**src/rtl/dmach_pkg.sv**
```systemverilog
package dmach_pkg;
    typedef enum logic [1:0] {
        REG_GLOBAL = 2'd0,
        REG_CTRL   = 2'd1,
        REG_STAT   = 2'd2
    } reg_sel_e;

    localparam int GEN_BIT   = 31;
    localparam int EN_BIT    = 31;
    localparam int IE_BIT    = 30;
    localparam int HOLD_BIT  = 29;
    localparam int DIR_BIT   = 28;
    localparam int ONCE_BIT  = 27;
    localparam int FLOW_BIT  = 21;
    localparam int SEL_LSB   = 16;
    localparam int CNT_LSB   = 2;
    localparam int BUSY_BIT  = 31;
    localparam int EOC_BIT   = 30;
    localparam int HALT_BIT  = 29;
    localparam int PP_BIT    = 28;
endpackage

```
**src/rtl/dmach_gate.sv**
```systemverilog
module dmach_gate #(
    parameter int NUM_REQ = 32,
    parameter int SEL_W   = $clog2(NUM_REQ)
) (
    input  logic               busy,
    input  logic               chan_en,
    input  logic               glob_en,
    input  logic               hold,
    input  logic               flow,
    input  logic [SEL_W-1:0]   sel,
    input  logic               stb,
    input  logic [NUM_REQ-1:0] req,
    input  logic               blocked,
    output logic               adv
);
    logic sel_hit;

    always_comb begin
        sel_hit = 1'b0;
        for (int i = 0; i < NUM_REQ; i++) begin
            if (32'(sel) == i) sel_hit = req[i];
        end
        adv = busy && chan_en && glob_en && !hold && stb && !blocked
              && (!flow || sel_hit);
    end
endmodule

```
**src/rtl/dmach_counter.sv**
```systemverilog
module dmach_counter #(
    parameter int CNT_W = 14
) (
    input  logic             clk,
    input  logic             rst_n,
    input  logic             load,
    input  logic [CNT_W-1:0] load_val,
    input  logic             step,
    input  logic [CNT_W-1:0] reload_val,
    input  logic             flip_en,
    output logic [CNT_W-1:0] remain,
    output logic             pp,
    output logic             terminal
);
    typedef struct packed {
        logic [CNT_W-1:0] rem;
        logic             pp;
    } cnt_t;

    cnt_t cnt_d, cnt_q;

    always_comb begin
        cnt_d = cnt_q;
        if (load) begin
            cnt_d.rem = load_val;
            cnt_d.pp  = 1'b0;
        end else if (step) begin
            if (cnt_q.rem == '0) begin
                cnt_d.rem = reload_val;
                if (flip_en) cnt_d.pp = !cnt_q.pp;
            end else begin
                cnt_d.rem = cnt_q.rem - 1'b1;
            end
        end
    end

    always_ff @(posedge clk or negedge rst_n) begin
        if (!rst_n) cnt_q <= '0;
        else        cnt_q <= cnt_d;
    end

    assign remain   = cnt_q.rem;
    assign pp       = cnt_q.pp;
    assign terminal = (cnt_q.rem == '0);


    count_step_chk: assert property (@(posedge clk) disable iff (!rst_n)
        (step && !load && remain != '0) |=> (remain == $past(remain) - 1'b1));


    pp_flip_chk: assert property (@(posedge clk) disable iff (!rst_n)
        (step && !load && terminal && flip_en) |=> (pp != $past(pp)));


    load_chk: assert property (@(posedge clk) disable iff (!rst_n)
        load |=> (remain == $past(load_val) && !pp));
endmodule

```
**src/rtl/dma_chan_ctl.sv**
```systemverilog
module dma_chan_ctl
    import dmach_pkg::*;
#(
    parameter int NUM_REQ = 32,
    parameter int SEL_W   = $clog2(NUM_REQ),
    parameter int CNT_W   = 14
) (
    input  logic               clk,
    input  logic               rst_n,
    input  logic               reg_wr,
    input  logic [1:0]         reg_addr,
    input  logic [31:0]        reg_wdata,
    output logic [31:0]        reg_rdata,
    input  logic               xfer_stb,
    input  logic [NUM_REQ-1:0] periph_req,
    output logic               word_ack,
    output logic               irq
);
    typedef struct packed {
        logic             en;
        logic             ie;
        logic             hold;
        logic             dir;
        logic             once;
        logic             flow;
        logic [SEL_W-1:0] sel;
        logic [CNT_W-1:0] wcount;
    } ctrl_t;

    typedef struct packed {
        logic  gen;
        ctrl_t ctrl;
        logic  busy;
        logic  eoc;
    } chan_t;

    chan_t            st_d, st_q;
    logic             wr_gen, wr_ctrl, wr_stat;
    logic             load, adv, terminal, pp, eoc_set, eoc_clr;
    logic [CNT_W-1:0] remain;

    assign wr_gen  = reg_wr && (reg_addr == REG_GLOBAL);
    assign wr_ctrl = reg_wr && (reg_addr == REG_CTRL);
    assign wr_stat = reg_wr && (reg_addr == REG_STAT);
    assign load    = wr_ctrl && reg_wdata[EN_BIT] && !st_q.ctrl.en;
    assign eoc_set = adv && terminal;
    assign eoc_clr = wr_stat && reg_wdata[EOC_BIT];

    dmach_gate #(.NUM_REQ(NUM_REQ), .SEL_W(SEL_W)) i_gate (
        .busy    (st_q.busy),
        .chan_en (st_q.ctrl.en),
        .glob_en (st_q.gen),
        .hold    (st_q.ctrl.hold),
        .flow    (st_q.ctrl.flow),
        .sel     (st_q.ctrl.sel),
        .stb     (xfer_stb),
        .req     (periph_req),
        .blocked (wr_ctrl),
        .adv     (adv)
    );

    dmach_counter #(.CNT_W(CNT_W)) i_counter (
        .clk        (clk),
        .rst_n      (rst_n),
        .load       (load),
        .load_val   (reg_wdata[CNT_LSB +: CNT_W]),
        .step       (adv),
        .reload_val (st_q.ctrl.wcount),
        .flip_en    (!st_q.ctrl.once),
        .remain     (remain),
        .pp         (pp),
        .terminal   (terminal)
    );

    always_comb begin
        st_d = st_q;
        if (wr_gen) st_d.gen = reg_wdata[GEN_BIT];
        if (wr_ctrl) begin
            st_d.ctrl.en     = reg_wdata[EN_BIT];
            st_d.ctrl.ie     = reg_wdata[IE_BIT];
            st_d.ctrl.hold   = reg_wdata[HOLD_BIT];
            st_d.ctrl.dir    = reg_wdata[DIR_BIT];
            st_d.ctrl.once   = reg_wdata[ONCE_BIT];
            st_d.ctrl.flow   = reg_wdata[FLOW_BIT];
            st_d.ctrl.sel    = reg_wdata[SEL_LSB +: SEL_W];
            st_d.ctrl.wcount = reg_wdata[CNT_LSB +: CNT_W];
            if (!reg_wdata[EN_BIT]) st_d.busy = 1'b0;
            if (load)               st_d.busy = 1'b1;
        end
        if (eoc_set && st_q.ctrl.once) begin
            st_d.busy    = 1'b0;
            st_d.ctrl.en = 1'b0;
        end
        st_d.eoc = eoc_set || (st_q.eoc && !eoc_clr);
    end

    always_ff @(posedge clk or negedge rst_n) begin
        if (!rst_n) st_q <= '0;
        else        st_q <= st_d;
    end

    always_comb begin
        reg_rdata = '0;
        case (reg_addr)
            REG_GLOBAL: reg_rdata[GEN_BIT] = st_q.gen;
            REG_CTRL: begin
                reg_rdata[EN_BIT]               = st_q.ctrl.en;
                reg_rdata[IE_BIT]               = st_q.ctrl.ie;
                reg_rdata[HOLD_BIT]             = st_q.ctrl.hold;
                reg_rdata[DIR_BIT]              = st_q.ctrl.dir;
                reg_rdata[ONCE_BIT]             = st_q.ctrl.once;
                reg_rdata[FLOW_BIT]             = st_q.ctrl.flow;
                reg_rdata[SEL_LSB +: SEL_W]     = st_q.ctrl.sel;
                reg_rdata[CNT_LSB +: CNT_W]     = st_q.ctrl.wcount;
            end
            REG_STAT: begin
                reg_rdata[BUSY_BIT]             = st_q.busy;
                reg_rdata[EOC_BIT]              = st_q.eoc;
                reg_rdata[HALT_BIT]             = st_q.busy && (!st_q.gen || st_q.ctrl.hold);
                reg_rdata[PP_BIT]               = pp;
                reg_rdata[CNT_LSB +: CNT_W]     = remain;
            end
            default: reg_rdata = '0;
        endcase
    end

    assign word_ack = adv;
    assign irq      = st_q.eoc && st_q.ctrl.ie;


    oneshot_stop_chk: assert property (@(posedge clk) disable iff (!rst_n)
        (adv && terminal && st_q.ctrl.once) |=> (!st_q.busy && !st_q.ctrl.en));


    pause_freeze_chk: assert property (@(posedge clk) disable iff (!rst_n)
        (st_q.busy && !st_q.gen && !reg_wr) |=> ($stable(remain) && $stable(pp)));


    eoc_sticky_chk: assert property (@(posedge clk) disable iff (!rst_n)
        (st_q.eoc && !eoc_clr) |=> st_q.eoc);


    disable_chk: assert property (@(posedge clk) disable iff (!rst_n)
        (wr_ctrl && !reg_wdata[EN_BIT]) |=> (!st_q.busy && $stable(remain)));


    ctrl_write_block_chk: assert property (@(posedge clk) disable iff (!rst_n)
        wr_ctrl |-> !word_ack);


    cont_wrap_chk: assert property (@(posedge clk) disable iff (!rst_n)
        (adv && terminal && !st_q.ctrl.once) |=> (st_q.busy && st_q.eoc));
endmodule

```
**config.mk**
```make
export PLATFORM = sky130hd
export DESIGN_NAME = dma_chan_ctl
export DESIGN_NICKNAME = d
export VERILOG_FILES = /design/src/rtl/dmach_pkg.sv /design/src/rtl/dmach_gate.sv /design/src/rtl/dmach_counter.sv /design/src/rtl/dma_chan_ctl.sv
export SDC_FILE = /design/constraint.sdc
export NUM_CORES = 1
export LEC_CHECK = 0
export BUFFER_PORTS_ARGS = -buffer_cell sky130_fd_sc_hd__buf_2
export CORE_ASPECT_RATIO = 1.5
export CORE_MARGIN = 1.5
export CORE_UTILIZATION = 46
export CTS_CLUSTER_DIAMETER = 80
export DETAILED_ROUTE_END_ITERATION = 7
export PLACE_DENSITY = 0.77
export SYNTH_ARGS = -nofsm -noshare
export SYNTH_HDL_FRONTEND = slang
export SYNTH_SLANG_ARGS = --single-unit
export TNS_END_PERCENT = 5
```
**constraint.sdc**
```tcl
create_clock -name clk -period 2.3 [get_ports clk]
set_input_delay 0.46 -clock clk [delete_from_list [all_inputs] [get_ports clk]]
set_output_delay 0.46 -clock clk [all_outputs]
set_load 0.005 [all_outputs]
```
==> run summary <==
Most used DFF post-synth: dfrtp_1
Unique masters post-synth: 60
drt pass-1 iters: 4
Initial Utilization: 47.9%
Tightest Pin Transition: 0.563 ns
status: finished, violations left
endpoints failing hold: 0
die height: 104 um
Avg Cell Area, Syn: 9.02 um2
I/O pin count: 104
Placement Rows: 36
vias in the first global route: 3070
Remaining Overflow, GRT: 0
commonest non-fill, non-tap cell in the layout: buf_2
antenna violations before repair: 0
share of the synthesized area in the top cell type: 34.4%
reg-to-reg startpoint: st_q[17]
CP max FO: 4
largest net degree at the start of global routing: 44
DR iter-0 viols: 81
sequential share of the synthesized area: 34.4%
clk slew on worst S/H paths: 0.08 ns
Via density: 5.57
Worst setup SP type: flop
Synth Register Bits: 43
post-DR wirelength/cell: 15.8 um
via count: 3029
Clock Skews: 0.00558 ns
max-slew violation count: 0
failing checks: negative setup slack
Peak VDD IR: 0.000516 V
Clock Path Buffers: 2
LEAKAGE: 1.92 nW
top cells by area, synth: dfrtp_1, mux2_2, nor2b_1
setup tns final: -1.62 ns
first-pass GRT wire length: 13900 um
final setup vio count: 16
Antenna Nets Post-Route: 0
period utilisation layout: 118%
Synth area leader: dfrtp_1
post-DP HPWL: 6490 um
die area: 7320 um2
post-placement setup slack: -0.142 ns
final net count: 542
relative slew slack: 62.5%
# DRC: 0
filler cell count: 576
cell area after synthesis: 3130 um2
CTS tree: done
R2R Setup Slk: -0.16 ns
FFs w/ async S/R, synth: 100%
Root Buffer: clkbuf_8
core area: 6530 um2
post-route cell area: 4090 um2
IO Port Bufs: 89
Worst-Skew Late Latency: 0.30 ns
max cap viols: 0
number of synthesized flops with an enable pin: 0
CTS Buf Count: 5
worst min path class: input pin to asynchronous set/reset pin
cells after synthesis: 347
post-cts hold buffer count: 0
Power Total: 0.00306 W
worst path arrival time: 2.25 ns
CTS Sinks: 43
WP data required: 1.84 ns
drt total wl: 8580 um
number of diodes: 0
Ys Warns: 0
overall routing resource usage: 23.5%
RePlAce Congestion: 0.895
RSZ-0062 raised after global routing: yes
Pwr Density: 748 nW/um2
Area growth syn-to-layout: 30.7%
Min Clock Period, post-route: 2.71 ns
FF-to-FF path depth: 11
layout cells sized above 1: 40.8%
Die W: 70.4 um
kind of end point of the critical path: output pin
reg-to-reg endpoint: i_counter.remain[4]
H-tree lvl count: 2
final setup margin: -0.408 ns
most frequent cells in the layout: buf_2, dfrtp_1, buf_4
Peak Freq: 0.369 GHz
DP Area: 3880 um2
worst setup path class: flop to output pin
[repair_timing]
item | 4_1_cts | 5_1_grt
gates resized for setup | 12 | 10
pin swaps | 2 | 11
gates cloned | 0 | 0
setup endpoints to repair | 14 | 19
buffers inserted | 1 | 3
[state kept, by name, summed over array words and instances, names as in the netlist]
| name | cells |
|---|---|
| i_counter.remain | 14 |
| i_counter.pp | 1 |
| st_q | 28 |
[cell usage after synthesis, types with 4 or more instances]
cell type and instances:
mux2i_1 8, xnor2_1 5, clkbuf_1 12, nor2b_1 23
and2_1 9, nand2b_1 12, o21ai_0 11, buf_2 5
o22ai_1 4, ha_1 5, inv_1 18, dfrtp_1 43
o221ai_1 7, nor2_1 21, mux2_2 26, buf_4 10
nor3_1 9, nand3_1 4, a22oi_1 17, a21oi_1 12
nand2_1 23
[per-layer routing]
layer | up-vias | GRT usage, % | part of all wire, % | wire [um]
met5 | - | 0 | 0 | 0
met4 | 0 | 9.62 | 2.3 | 196
met3 | 17 | 3.00 | 4.5 | 384
met2 | 97 | 45.2 | 56 | 4800
met1 | 1435 | 24.9 | 37 | 3200
li1 | 1480 | - | - | -
[area by class of cell]
class / instances / area [um2] / share of cell area [%]
repair buffers: 139 / 873 / 21.3
well taps: 76 / 95.1 / 2.32
clock buffers: 7 / 76.3 / 1.86
inverters: 19 / 73.8 / 1.80
multi-input cells: 259 / 1890 / 46.3
flip-flops and latches: 43 / 1080 / 26.3
clock inverters: 1 / 5.00 / 0.122
[logic make-up after synthesis]
group	Yosys count	synth area share (%)
AOI/OAI and AO/OA	88	20.7
xor gates and xnor gates	6	1.68
adders and majority gates	5	2.00
buffers and inverters	51	8.23
DFF	43	34.4
muxes	36	12.6
other	1	0.120
and+or+nand+nor	117	20.3
[worst max-delay path, cell delays in order (launching register included)]
cell and delay (ns):
dfrtp_1 0.41, buf_4 0.15, nor2b_2 0.20, a311oi_1 0.13
o21a_1 0.21, a2111o_1 0.44, or2_4 0.26, inv_4 0.07
buf_6 0.09
[power by group]
part           internal [W]  total [W]  switching [W]
Sequential         0.000949    0.00115       0.000205
Clock              0.000214   0.000475       0.000261
Combinational      0.000764    0.00143       0.000667
[worst max path at each step]
stage | from | endpoint | slack [ns]
after global placement | periph_req[2] | word_ack | -0.09
after global routing | st_q[16] | word_ack | -0.51
after CTS | st_q[16] | word_ack | -0.39
after floorplan | i_counter.remain[4] | i_counter.remain[2] | -0.04
after detailed placement | st_q[18] | i_counter.remain[8] | -0.14
final | st_q[18] | word_ack | -0.41
[per-stage QoR]
step / hold slack, ns / utilization, % / std cells
after CTS: 0.255 / 61.6 / 541
after global routing: 0.295 / 62.7 / 544
after global placement: 0.492 / 59.4 / 532
after detailed placement: 0.520 / 59.4 / 532
final: 0.219 / 62.7 / 544
after floorplan: 0.164 / - / 353
Power figures use the tool's default switching activity.
